===== src/rtl/cbsw_pkg.sv =====
package cbsw_pkg;

  localparam int ID_W     = 4;
  localparam int MAX_PORT = 16;

  typedef struct packed {
    logic            found;
    logic [ID_W-1:0] idx;
  } pick_t;

  // Ready of every port except 'me'; unused high bits are expected at 1.
  function automatic logic others_ready(input logic [MAX_PORT-1:0] rdy, input int me);
    logic [MAX_PORT-1:0] mask;
    mask = rdy;
    mask[me[ID_W-1:0]] = 1'b1;
    return &mask;
  endfunction

  // Next index after i within 0..n-1.
  function automatic logic [ID_W-1:0] wrap_inc(input logic [ID_W-1:0] i, input int n);
    int nxt;
    nxt = int'(i) + 1;
    if (nxt >= n) nxt = 0;
    return ID_W'(nxt);
  endfunction

  // First requesting index found searching upward from ptr, wrapping at n.
  function automatic pick_t rr_pick(input logic [MAX_PORT-1:0] req,
                                    input logic [ID_W-1:0] ptr, input int n);
    pick_t r;
    int    c;
    r = '0;
    for (int k = MAX_PORT - 1; k >= 0; k--) begin
      if (k < n) begin
        c = int'(ptr) + k;
        if (c >= n) c = c - n;
        if (req[c[ID_W-1:0]]) begin
          r.found = 1'b1;
          r.idx   = ID_W'(c);
        end
      end
    end
    return r;
  endfunction

endpackage


===== src/rtl/cbsw_skid.sv =====
module cbsw_skid #(
  parameter int W = 18
) (
  input  logic         clk,
  input  logic         rst_n,
  input  logic         in_valid,
  input  logic [W-1:0] in_word,
  output logic         in_ready,
  output logic         out_valid,
  output logic [W-1:0] out_word,
  input  logic         out_ready
);

  logic         main_v, spare_v;
  logic [W-1:0] main_w, spare_w;

  assign in_ready  = !spare_v;
  assign out_valid = main_v;
  assign out_word  = main_w;

  always_ff @(posedge clk or negedge rst_n) begin
    if (!rst_n) begin
      main_v  <= 1'b0;
      spare_v <= 1'b0;
      main_w  <= '0;
      spare_w <= '0;
    end else if (out_ready || !main_v) begin
      if (spare_v) begin
        main_v  <= 1'b1;
        main_w  <= spare_w;
        spare_v <= 1'b0;
      end else begin
        main_v  <= in_valid;
        main_w  <= in_word;
      end
    end else if (in_valid && !spare_v) begin
      spare_v <= 1'b1;
      spare_w <= in_word;
    end
  end

endmodule


===== src/rtl/cbsw_fork.sv =====
module cbsw_fork
  import cbsw_pkg::*;
#(
  parameter int N = 4,
  parameter int W = 18
) (
  input  logic           in_valid,
  input  logic [W-1:0]   in_word,
  output logic           in_ready,
  output logic [N-1:0]   out_valid,
  output logic [N*W-1:0] out_word,
  input  logic [N-1:0]   out_ready
);

  logic [MAX_PORT-1:0] rdy_ext;

  always_comb begin
    rdy_ext        = '1;
    rdy_ext[N-1:0] = out_ready;
  end

  assign in_ready = &out_ready;

  for (genvar i = 0; i < N; i++) begin : g_port
    assign out_valid[i]         = in_valid && others_ready(rdy_ext, i);
    assign out_word[i*W +: W]   = in_word;
  end

endmodule


===== src/rtl/cbsw_rr_arb.sv =====
module cbsw_rr_arb
  import cbsw_pkg::*;
#(
  parameter int N = 4
) (
  input  logic            clk,
  input  logic            rst_n,
  input  logic [N-1:0]    req,
  input  logic            take,
  input  logic            last,
  output logic [N-1:0]    grant,
  output logic            locked,
  output logic [ID_W-1:0] sel
);

  logic [ID_W-1:0] ptr_q, owner_q;
  logic            lock_q;
  pick_t           pick;

  assign pick   = rr_pick(MAX_PORT'(req), ptr_q, N);
  assign locked = lock_q;
  assign sel    = lock_q ? owner_q : pick.idx;
  assign grant  = (lock_q || pick.found) ? (N'(1) << sel) : '0;

  always_ff @(posedge clk or negedge rst_n) begin
    if (!rst_n) begin
      ptr_q   <= '0;
      owner_q <= '0;
      lock_q  <= 1'b0;
    end else if (take) begin
      if (last) begin
        lock_q <= 1'b0;
        ptr_q  <= wrap_inc(sel, N);
      end else begin
        lock_q  <= 1'b1;
        owner_q <= sel;
      end
    end
  end

endmodule


===== src/rtl/cbsw_merge.sv =====
module cbsw_merge
  import cbsw_pkg::*;
#(
  parameter int N = 4,
  parameter int W = 18
) (
  input  logic           clk,
  input  logic           rst_n,
  input  logic [N-1:0]   in_valid,
  input  logic [N*W-1:0] in_word,
  output logic [N-1:0]   in_ready,
  output logic           out_valid,
  output logic [W-1:0]   out_word,
  input  logic           out_ready,
  output logic [N-1:0]   grant,
  output logic           locked,
  output logic           take,
  output logic           last
);

  logic [ID_W-1:0] sel;

  cbsw_rr_arb #(.N(N)) u_arb (
    .clk    (clk),
    .rst_n  (rst_n),
    .req    (in_valid),
    .take   (take),
    .last   (last),
    .grant  (grant),
    .locked (locked),
    .sel    (sel)
  );

  always_comb begin
    out_word = '0;
    for (int i = 0; i < N; i++) begin
      if (grant[i]) out_word = out_word | in_word[i*W +: W];
    end
  end

  assign out_valid = |(in_valid & grant);
  assign in_ready  = grant & {N{out_ready}};
  assign take      = out_valid && out_ready;
  assign last      = out_word[W-2];

endmodule


===== src/rtl/cbsw_top.sv =====
module cbsw_top #(
  parameter int N_DOWN = 4,
  parameter int DW     = 16
) (
  input  logic                 clk,
  input  logic                 rst_n,
  input  logic [DW-1:0]        up_in_data,
  input  logic                 up_in_sop,
  input  logic                 up_in_eop,
  input  logic                 up_in_src_rdy,
  output logic                 up_in_dst_rdy,
  output logic [N_DOWN*DW-1:0] dn_out_data,
  output logic [N_DOWN-1:0]    dn_out_sop,
  output logic [N_DOWN-1:0]    dn_out_eop,
  output logic [N_DOWN-1:0]    dn_out_src_rdy,
  input  logic [N_DOWN-1:0]    dn_out_dst_rdy,
  input  logic [N_DOWN*DW-1:0] dn_in_data,
  input  logic [N_DOWN-1:0]    dn_in_sop,
  input  logic [N_DOWN-1:0]    dn_in_eop,
  input  logic [N_DOWN-1:0]    dn_in_src_rdy,
  output logic [N_DOWN-1:0]    dn_in_dst_rdy,
  output logic [DW-1:0]        up_out_data,
  output logic                 up_out_sop,
  output logic                 up_out_eop,
  output logic                 up_out_src_rdy,
  input  logic                 up_out_dst_rdy
);

  // Word layout inside the switch: {sop, eop, data}.
  localparam int W = DW + 2;

  // Root-to-endpoint copy path.
  logic             bc_valid, bc_ready;
  logic [W-1:0]     bc_word;
  logic [N_DOWN*W-1:0] fan_word;

  cbsw_skid #(.W(W)) u_down_stage (
    .clk       (clk),
    .rst_n     (rst_n),
    .in_valid  (up_in_src_rdy),
    .in_word   ({up_in_sop, up_in_eop, up_in_data}),
    .in_ready  (up_in_dst_rdy),
    .out_valid (bc_valid),
    .out_word  (bc_word),
    .out_ready (bc_ready)
  );

  cbsw_fork #(.N(N_DOWN), .W(W)) u_fork (
    .in_valid  (bc_valid),
    .in_word   (bc_word),
    .in_ready  (bc_ready),
    .out_valid (dn_out_src_rdy),
    .out_word  (fan_word),
    .out_ready (dn_out_dst_rdy)
  );

  for (genvar i = 0; i < N_DOWN; i++) begin : g_fan
    assign dn_out_sop[i]             = fan_word[i*W + W - 1];
    assign dn_out_eop[i]             = fan_word[i*W + W - 2];
    assign dn_out_data[i*DW +: DW]   = fan_word[i*W +: DW];
  end

  // Endpoint-to-root merge path.
  logic [N_DOWN-1:0]   ep_valid, ep_ready;
  logic [N_DOWN*W-1:0] ep_word;
  logic                mg_valid, mg_ready;
  logic [W-1:0]        mg_word;
  logic [W-1:0]        top_word;

  // Named internal events for the checker.
  logic [N_DOWN-1:0]   arb_grant;
  logic                arb_locked;
  logic                arb_take;
  logic                arb_last;

  for (genvar i = 0; i < N_DOWN; i++) begin : g_ingress
    cbsw_skid #(.W(W)) u_in_stage (
      .clk       (clk),
      .rst_n     (rst_n),
      .in_valid  (dn_in_src_rdy[i]),
      .in_word   ({dn_in_sop[i], dn_in_eop[i], dn_in_data[i*DW +: DW]}),
      .in_ready  (dn_in_dst_rdy[i]),
      .out_valid (ep_valid[i]),
      .out_word  (ep_word[i*W +: W]),
      .out_ready (ep_ready[i])
    );
  end

  cbsw_merge #(.N(N_DOWN), .W(W)) u_merge (
    .clk       (clk),
    .rst_n     (rst_n),
    .in_valid  (ep_valid),
    .in_word   (ep_word),
    .in_ready  (ep_ready),
    .out_valid (mg_valid),
    .out_word  (mg_word),
    .out_ready (mg_ready),
    .grant     (arb_grant),
    .locked    (arb_locked),
    .take      (arb_take),
    .last      (arb_last)
  );

  cbsw_skid #(.W(W)) u_up_stage (
    .clk       (clk),
    .rst_n     (rst_n),
    .in_valid  (mg_valid),
    .in_word   (mg_word),
    .in_ready  (mg_ready),
    .out_valid (up_out_src_rdy),
    .out_word  (top_word),
    .out_ready (up_out_dst_rdy)
  );

  assign up_out_sop  = top_word[W-1];
  assign up_out_eop  = top_word[W-2];
  assign up_out_data = top_word[DW-1:0];

endmodule


===== config.mk =====
export PLATFORM = sky130hd
export DESIGN_NAME = cbsw_top
export DESIGN_NICKNAME = d
export VERILOG_FILES = /design/src/rtl/cbsw_pkg.sv /design/src/rtl/cbsw_skid.sv /design/src/rtl/cbsw_fork.sv /design/src/rtl/cbsw_rr_arb.sv /design/src/rtl/cbsw_merge.sv /design/src/rtl/cbsw_top.sv
export SDC_FILE = /design/constraint.sdc
export NUM_CORES = 1
export LEC_CHECK = 0
export BUFFER_PORTS_ARGS = -buffer_cell sky130_fd_sc_hd__buf_2
export CAP_MARGIN = 20
export CORE_AREA = 2 2 153 155
export CTS_CLUSTER_SIZE = 16
export DETAILED_ROUTE_END_ITERATION = 16
export DIE_AREA = 0 0 155 157
export PLACE_DENSITY = 0.84
export SKIP_CTS_REPAIR_TIMING = 1
export SLEW_MARGIN = 5
export SYNTH_ARGS = -nofsm -noshare
export SYNTH_HDL_FRONTEND = slang
export SYNTH_SLANG_ARGS = --single-unit

===== constraint.sdc =====
create_clock -name clk -period 3.58 [get_ports clk]
set_input_delay 0.358 -clock clk [delete_from_list [all_inputs] [get_ports clk]]
set_output_delay 0.358 -clock clk [all_outputs]
set_load 0.01 [all_outputs]

==> results.yml, run 1 <==
power_and_ir_drop:
  p_per_area_nw_per_um2: 1070
  peakVddDrop_v: 0.000678
  power.total_uw: 15200
  leakagePower_uw: 0.00690
synthesis:
  synthCells: 991
  synth_area_leaders: "dfrtp_1 (52%), mux2i_1 (10%), mux2_2 (7.9%)"
  netlist_area_um2: 11500
  synth_warnings: 0
  synth_seq_cells: 237
  synth.avg_cell_area_um2: 11.6
  syn_nets: 1107
  yosysTopAreaCell: "dfrtp_1"
  synth_top_area_share_pct: 51.7
  synth.distinct_cells: 57
  synthArstFlopShare_pct: 100
  synth-main-ff-cell: "dfrtp_1"
  seq_area_frac_synth_pct: 51.7
  synth_edf_count: 0
die:
  io_pins: 202
  coreArea_um2: 22500
  initial_utilization_pct: 51.0
  num_rows: 55
  die_w_um: 155
  die_area_um2: 24300
  die_h_um: 157
drt:
  first_iter_violations: 741
  wl_mm: 29.2
  drt_pre_antenna_iters: 6
  wire_per_inst_um: 19.6
  via_count: 8506
  post_drt_via_cell_ratio: 5.70
  drc: 0
  ant_nets: 0
cells_and_area:
  area_growth_pct: 23.9
  nNetsFinal: 1306
  antennaDiodeCount: 0
  drive_above_1_share_pct: 39.1
  finish.utilization_pct: 63.1
  stdcell_area_um2: 14200
  fillerInstances: 1629
critical_path:
  crit_path_start_kind: "flip-flop"
  crit_type: "reg -> reg"
  endpoint_kind: "flip-flop"
  cp_max_fo: 6
  cp_data_arrival_time_ps: 4140
  critPathRequiredTime_ps: 3980
sta:
  setup_slack_ps: -167
  rsz0062_at_grt: "yes"
  max_slew_margin_pct: 24.2
  skew_ps: 10.3
  hold_viol: 0
  setup_viol: 84
  finalCriticalPeriod_ps: 3750
  worstMarginPinSlew_ps: 1140
  fin_setup_tns_ps: -7320
  min_period_over_period_pct: 105
  fmax_ghz: 0.267
  drv_slew: 0
  hold_ws_ps: 72.8
place:
  portBuffers: 201
  place_hpwl_mm: 18.7
  gp_congestion: 0.845
  place_area_um2: 12700
clock_network:
  cts_buffer_depth: 3
  clock_latency_ps: 520
  clk_pin_slew_worst_paths_ps: 60
  cts_sinks: 237
  cts_tree: "done"
  cts-htree-levels: 1
  cts-root-buf: "clkbuf_16"
  cts_made_buffers: 25
global_route:
  grt_pass1_wl_mm: 42.2
  overflow: 0
  grtUsageTotal_pct: 21.7
  antenna_found_initial: 0
  grt_pass1_vias: 8138
  grt_max_degree: 78
min_path:
  hold_class: "in -> reg"
run_status:
  failed_checks: "setup timing"
  status: "finished, violations left"
run:
  drv_cap: 0
power by group:
part | switching [µW] | total, µW | internal (µW)
Combinational | 4000 | 7830 | 3820
Clock | 1050 | 2520 | 1460
Sequential | 848 | 4810 | 3960
Total | 5900 | 15200 | 9250
through the flow:
stage,setup slack [ps],instances
after global routing,-266,1491
final,-167,1491
after floorplan,-4.78,991
after detailed placement,-140,1415
after global placement,-238,1414
after CTS,-192,1458
metal layers:
layer	track usage, %	part of all wire, %
met5	0	0
met4	6.22	3.2
met3	3.88	7.0
met2	38.8	51
met1	27.0	39
layout make-up:
cell class / count / area [µm²] / area share, %
Inverter: 33 / 129 / 0.907
Timing Repair Buffer: 280 / 1880 / 13.2
Clock buffer: 32 / 672 / 4.73
Tap cell: 285 / 357 / 2.51
Clock inverter: 11 / 111 / 0.784
Multi-Input combinational cell: 613 / 5130 / 36.1
Sequential cell: 237 / 5930 / 41.8
path summary, 6_finish.rpt:
check                      cells past startpoint  slack, ps                                  end                           startpoint
min in group asynchronous                      2        410   g_ingress[0].u_in_stage.spare_w[3]                                rst_n
hold reg to reg                                1        490  g_ingress[1].u_in_stage.spare_w[11]  g_ingress[1].u_in_stage.spare_w[11]
hold / removal                                 2         70  g_ingress[2].u_in_stage.spare_w[13]                       dn_in_data[45]
setup reg to reg                              15       -170   g_ingress[2].u_in_stage.spare_w[6]               u_merge.u_arb.ptr_q[1]
setup / recovery                              15       -170   g_ingress[2].u_in_stage.spare_w[6]               u_merge.u_arb.ptr_q[1]
max in group asynchronous                      3       2280               u_merge.u_arb.ptr_q[0]                                rst_n
layout by cell type, fill, tap and decap left out, types with 3 or more instances in the layout:
cell	instances
clkbuf_16	29
buf_2	200
o21ai_0	19
a21oi_2	3
mux2_1	12
o21a_1	5
a222oi_1	17
nor2_1	115
clkinv_2	7
buf_6	8
mux2_4	27
dfrtp_1	235
nand3b_4	8
buf_12	10
nand2_1	14
and4_1	4
nand3_1	18
mux2i_1	116
mux2_2	75
o31ai_4	3
inv_1	31
clkbuf_1	5
a21oi_1	113
buf_4	54
ha_1	10
state kept, by name, indices dropped and copies added (netlist names), 18 cells and up:
name and cells:
g_ingress.u_in_stage.out_word 72, g_ingress.u_in_stage.spare_w 72, u_down_stage.out_word 18, u_up_stage.out_word 18, u_up_stage.spare_w 18, u_down_stage.spare_w 18
Yosys cell counts (all sizes together), types with 3 or more instances:
cell type,number
dfrtp,237
nor2,117
a21oi,116
mux2i,116
mux2,114
buf,85
inv,33
clkbuf,29
nand3,19
o21ai,19
a222oi,17
nand2,16
ha,14
and4,5
o21a,5
o2111ai,4
nand3b,3
nor2b,3
o31ai,3
cells by family (layout without fill, tap and decap cells):
kind of cell             count (synthesis)  after routing  share of synthesized area (%)
AO/OA/AOI/OAI                          182            182                           10.4
XOR/XNOR                                 4              4                          0.305
adder cells (fa/ha/maj)                 14             14                           1.53
buffers and inverters                  147            356                           7.44
flip-flops                             237            237                           51.7
multiplexers                           232            232                           21.7
AND/OR/NAND/NOR                        175            181                           6.97
worst max-delay path, cell delays in order (launching register included):
cell and delay [ps]:
dfrtp_2 440, ha_4 180, a21bo_4 200, and2_4 140, ha_4 270, nor2b_4 40
a311oi_4 330, a211oi_4 70, o21bai_4 190, o311ai_4 350, clkinv_4 190, buf_6 160
o41ai_4 300, buf_4 190, nand3b_4 200, mux2_2 350
Power figures use the tool's default switching activity.
==> run 2: changes to the inputs <==
--- a/config.mk
+++ b/config.mk
@@ -11,6 +11,7 @@
 export CTS_CLUSTER_SIZE = 16
 export DETAILED_ROUTE_END_ITERATION = 16
 export DIE_AREA = 0 0 155 157
+export HOLD_SLACK_MARGIN = 0.08
 export PLACE_DENSITY = 0.84
 export SKIP_CTS_REPAIR_TIMING = 1
 export SLEW_MARGIN = 5
==> results.yml, run 2 (same netlist as run 1, synthesis figures left out) <==
run_status:
  status: "finished, violations left"
  failed_checks: "setup timing"
drt:
  highest-signal-layer: "met4"
  first_iter_violations: 782
  ant_nets: 0
  post_drt_via_cell_ratio: 5.70
  wl_met1_mm: 11.3
  met2_length_mm: 14.9
  wire_per_inst_um: 19.5
  wl_mm: 29.1
  drt_pre_antenna_iters: 6
  met3_wirelength_mm: 2.08
  via_count: 8524
  drc: 0
global_route:
  grt_pass1_wl_mm: 42.2
  antenna_found_initial: 0
  grtUsageTotal_pct: 21.7
  grt_max_degree: 78
  grt_pass1_vias: 8138
  overflow: 0
cells_and_area:
  fillerInstances: 1625
  final_cell_mix: "dfrtp_1 (235), buf_2 (200), mux2i_1 (116)"
  area_growth_pct: 24.2
  layout_commonest_cell: "dfrtp_1"
  fin_cells: 1495
  antennaDiodeCount: 0
  finish.utilization_pct: 63.3
  drive_above_1_share_pct: 39.0
  stdcell_area_um2: 14200
  nNetsFinal: 1310
sta:
  hold_viol: 0
  rsz0062_at_grt: "yes"
  setup_slack_ps: -166
  drv_slew: 0
  fmax_ghz: 0.267
  finalCriticalPeriod_ps: 3750
  max_slew_margin_pct: 23.9
  worstMarginPinSlew_ps: 1140
  fin_setup_tns_ps: -7250
  hold_ws_ps: 78.7
  skew_ps: 8.17
  setup_viol: 81
  min_period_over_period_pct: 105
power_and_ir_drop:
  sw_frac_of_total_pct: 39.0
  leakagePower_uw: 0.00692
  p_clk_share_pct: 16.6
  combPwrFrac_pct: 51.6
  switchingPower_uw: 5900
  seq_power_share_pct: 31.8
  peakVddDrop_v: 0.000678
  p_per_area_nw_per_um2: 1060
  intPower_uw: 9250
min_path:
  hold_class: "in -> reg"
die:
  coreArea_um2: 22500
  initial_utilization_pct: 51.0
  num_rows: 55
  die_area_um2: 24300
  io_pins: 202
  die_w_um: 155
  die_h_um: 157
place:
  place_hpwl_mm: 18.7
  gp_congestion: 0.845
  dpl.cell_count: 1415
  place_area_um2: 12700
  portBuffers: 201
run:
  drv_cap: 0
clock_network:
  cts_made_buffers: 25
  cts-htree-levels: 1
  clock_latency_ps: 520
  cts-root-buf: "clkbuf_16"
  cts_buffer_depth: 3
  clk_pin_slew_worst_paths_ps: 60
  cts_sinks: 237
  cts_tree: "done"
critical_path:
  cp_data_arrival_time_ps: 4140
  crit_path_start_kind: "flip-flop"
  endpoint_kind: "flip-flop"
  crit_type: "reg -> reg"
  cp_max_fo: 6
  critPathRequiredTime_ps: 3970
[run 2: cell types whose count changed in the layout (fill, tap and decap cells not counted)]
cell / previous run / this run
dlygate4sd3_1: 1 / 5
[run 2: stage by stage]
stage / setup slack [ps] / total power [µW]
final: -166 / 15200
after detailed placement: -140 / 11300
after floorplan: -4.78 / 9430
after global placement: -238 / 11000
after global routing: -270 / 16000
after CTS: -192 / 13900
[run 2: final timing paths]
path	cells after the start	end	start	slack, ps
setup / recovery	15	g_ingress[2].u_in_stage.spare_w[6]	u_merge.u_arb.ptr_q[1]	-170
hold / removal	2	g_ingress[2].u_in_stage.spare_w[13]	dn_in_data[45]	80
setup reg to reg	15	g_ingress[2].u_in_stage.spare_w[6]	u_merge.u_arb.ptr_q[1]	-170
hold reg to reg	1	g_ingress[1].u_in_stage.spare_w[11]	g_ingress[1].u_in_stage.spare_w[11]	490
max in group asynchronous	3	u_merge.u_arb.ptr_q[0]	rst_n	2280
min in group asynchronous	2	g_ingress[0].u_in_stage.spare_w[3]	rst_n	400
[run 2: critical path: stages, from the launching register on]
cell	delay, ps
dfrtp_2	440
ha_4	180
a21bo_4	200
and2_4	140
ha_4	270
nor2b_4	40
a311oi_4	330
a211oi_4	70
o21bai_4	190
o311ai_4	350
clkinv_4	190
buf_6	160
o41ai_4	300
buf_4	190
nand3b_4	200
mux2_2	350
[run 2: metal layers]
metal | vias to the layer above | GRT usage (%)
li1 | 3873 | -
met1 | 4233 | 27.0
met2 | 355 | 38.8
met3 | 63 | 3.88
met4 | 0 | 6.22
met5 | - | 0
[run 2: cell type report]
cell class	count	area, µm²	share of cell area (%)
sequential	237	5930	41.6
multi-input combinational	613	5130	36.0
timing repair buffer	284	1920	13.5
clock buffer	32	672	4.72
tap	285	357	2.50
inverter	33	129	0.904
clock inverter	11	111	0.782
[run 2: power by group through the flow]
stage               Clock, µW  Sequential, µW  Combinational, µW
finish                   2510            4810               7830
global route             2670            4950               8420
CTS                      2550            4820               6540
detailed placement          0            4840               6470
global placement            0            4780               6210
floorplan                   0            4570               4860
==> run 3: changes to the inputs <==
--- a/config.mk
+++ b/config.mk
@@ -12,8 +12,7 @@
 export DETAILED_ROUTE_END_ITERATION = 16
 export DIE_AREA = 0 0 155 157
 export HOLD_SLACK_MARGIN = 0.08
-export PLACE_DENSITY = 0.84
-export SKIP_CTS_REPAIR_TIMING = 1
+export PLACE_DENSITY = 0.76
 export SLEW_MARGIN = 5
 export SYNTH_ARGS = -nofsm -noshare
 export SYNTH_HDL_FRONTEND = slang
==> results.yml, run 3 (same netlist as run 1, synthesis figures left out) <==
cells_and_area:
  final_cell_mix: "dfrtp_1 (235), buf_2 (201), mux2i_1 (115), nor2_1 (115), a21oi_1 (113)"
  area_growth_pct: 31.1
  ff_latch_area_um2: 5930
  nNetsFinal: 1387
  multi_input_area_um2: 5080
  drive_above_1_share_pct: 36.7
  antennaDiodeCount: 0
  fillerInstances: 1551
  layout_commonest_cell: "dfrtp_1"
drt:
  post_drt_via_cell_ratio: 5.62
  wl_mm: 30.0
  via_count: 8857
  wire_per_inst_um: 19.1
  first_iter_violations: 713
  drc: 0
  drt_pre_antenna_iters: 5
  ant_nets: 0
sta:
  setup_slack_ps: -155
  drv_slew: 0
  min_period_over_period_pct: 104
  skew_ps: 17.1
  finalCriticalPeriod_ps: 3740
  fin_setup_tns_ps: -12020
  hold_ws_ps: 97.1
  hold_viol: 0
  max_slew_margin_pct: 20.2
  worstMarginPinSlew_ps: 1200
  rsz0062_at_grt: "yes"
  fmax_ghz: 0.268
  setup_viol: 152
die:
  coreArea_um2: 22500
  initial_utilization_pct: 51.0
  die_h_um: 157
  num_rows: 55
  die_area_um2: 24300
  die_w_um: 155
  io_pins: 202
run:
  drv_cap: 0
global_route:
  overflow: 0
  grt_pass1_wl_mm: 45.2
  grt_pass1_vias: 8814
  antenna_found_initial: 0
  grt_max_degree: 90
  grtUsageTotal_pct: 23.2
power_and_ir_drop:
  combPwrFrac_pct: 50.3
  leakagePower_uw: 0.00727
  intPower_uw: 9370
  switchingPower_uw: 5910
  sw_frac_of_total_pct: 38.7
  p_per_area_nw_per_um2: 1020
  seq_power_share_pct: 31.7
  peakVddDrop_v: 0.000573
  p_clk_share_pct: 18.0
run_status:
  failed_checks: "setup timing"
  status: "finished, violations left"
clock_network:
  cts-htree-levels: 1
  cts_tree: "done"
  cts_sinks: 237
  cts-root-buf: "clkbuf_16"
  clk_pin_slew_worst_paths_ps: 60
  cts_made_buffers: 26
  cts_buffer_depth: 3
  clock_latency_ps: 530
critical_path:
  cp_data_arrival_time_ps: 4140
  crit_type: "reg -> reg"
  endpoint_kind: "flip-flop"
  slowest_stage: "dfrtp_2"
  critPathRequiredTime_ps: 3980
  cp_max_fo: 7
  crit_path_start_kind: "flip-flop"
  path_cells: "ha_4, a21bo_4, and2_4, ha_4, nor2b_2, a311oi_2, buf_4, a211oi_4, o21bai_4, o311ai_4, buf_4, buf_6, nand2_1, a32oi_2, and3b_2, mux2_1"
  slowest_delay_ps: 440
place:
  gp_congestion: 0.865
  place_hpwl_mm: 18.4
  portBuffers: 201
min_path:
  hold_class: "in -> reg"
==> run 3: changes by cell type in the layout (fill, tap and decap cells not counted), moves of 2 or more <==
cell	delta
dlygate4sd3_1	+74
mux2_1	+10
clkbuf_8	+7
mux2_2	-5
mux2_4	-5
buf_12	-4
buf_6	+4
clkbuf_1	-4
buf_8	+3
buf_4	-2
clkinv_2	-2
==> run 3: layer usage <==
metal | global-route usage, % | wire length [µm] | up-vias
met5 | 0 | 0 | -
met4 | 7.98 | 1040 | 0
met3 | 3.14 | 1660 | 72
met2 | 41.5 | 15100 | 359
met1 | 29.1 | 12200 | 4398
li1 | - | - | 4028
==> run 3: worst paths after layout <==
| check | start | to | slack [ps] | cells past startpoint |
|---|---|---|---|---|
| setup reg to reg | u_merge.u_arb.ptr_q[1] | u_merge.u_arb.ptr_q[1] | -160 | 16 |
| min in group asynchronous | rst_n | g_ingress[0].u_in_stage.spare_w[3] | 410 | 2 |
| setup / recovery | u_merge.u_arb.ptr_q[1] | u_merge.u_arb.ptr_q[1] | -160 | 16 |
| hold / removal | up_in_data[5] | u_down_stage.spare_w[5] | 100 | 2 |
| max in group asynchronous | rst_n | g_ingress[3].u_in_stage.out_word[5] | 2260 | 3 |
| hold reg to reg | g_ingress[0].u_in_stage.spare_w[11] | g_ingress[0].u_in_stage.spare_w[11] | 480 | 1 |
==> run 3: cell type report <==
type | count | share of cell area [%]
flip-flops and latches | 237 | 39.4
multi-input cells | 613 | 33.8
repair buffers | 359 | 17.5
clock buffers | 36 | 5.17
well taps | 285 | 2.37
clock inverters | 11 | 0.848
inverters | 33 | 0.840
repair inverters | 1 | 0.0499
==> run 3: power by group through the flow <==
| stage | combinational, µW | sequential, µW | clock, µW |
|---|---|---|---|
| 4_1_cts | 6980 | 4860 | 2800 |
| 3_5_place_dp | 6320 | 4880 | 0 |
| 2_1_floorplan | 4860 | 4570 | 0 |
| 5_1_grt | 8280 | 4980 | 2910 |
| 3_3_place_gp | 6080 | 4830 | 0 |
| 6_report | 7690 | 4850 | 2740 |
==> run 3: timing repair <==
action / CTS / global route
hold buffers: 77 / 2
gates cloned: 7 / 7
gates resized for setup: 45 / 30
setup endpoints to repair: 113 / 197
pin swaps: 23 / 16
setup buffers: 14 / 6
hold endpoints to repair: 161 / 2
==> run 3: critical path: cells and delay by family, from the launching register on <==
| kind | cells | cell delay [ps] |
|---|---|---|
| compound gates | 6 | 1310 |
| simple gates | 4 | 570 |
| mux | 1 | 330 |
| buf+inv | 3 | 520 |
| flops | 1 | 440 |
| fa+ha+maj | 2 | 450 |
==> run 3: stage by stage <==
step / total power [µW] / area, µm² / utilization (%) / instances / setup slack, ps
after floorplan: 9430 / 11500 / - / 991 / -4.78
after global placement: 10900 / 12600 / 56.1 / 1413 / -31.7
after detailed placement: 11200 / 12600 / 56.1 / 1413 / -211
after CTS: 14600 / 14700 / 65.2 / 1558 / -87.6
after global routing: 16200 / 15000 / 66.9 / 1575 / -300
final: 15300 / 15000 / 66.9 / 1575 / -155
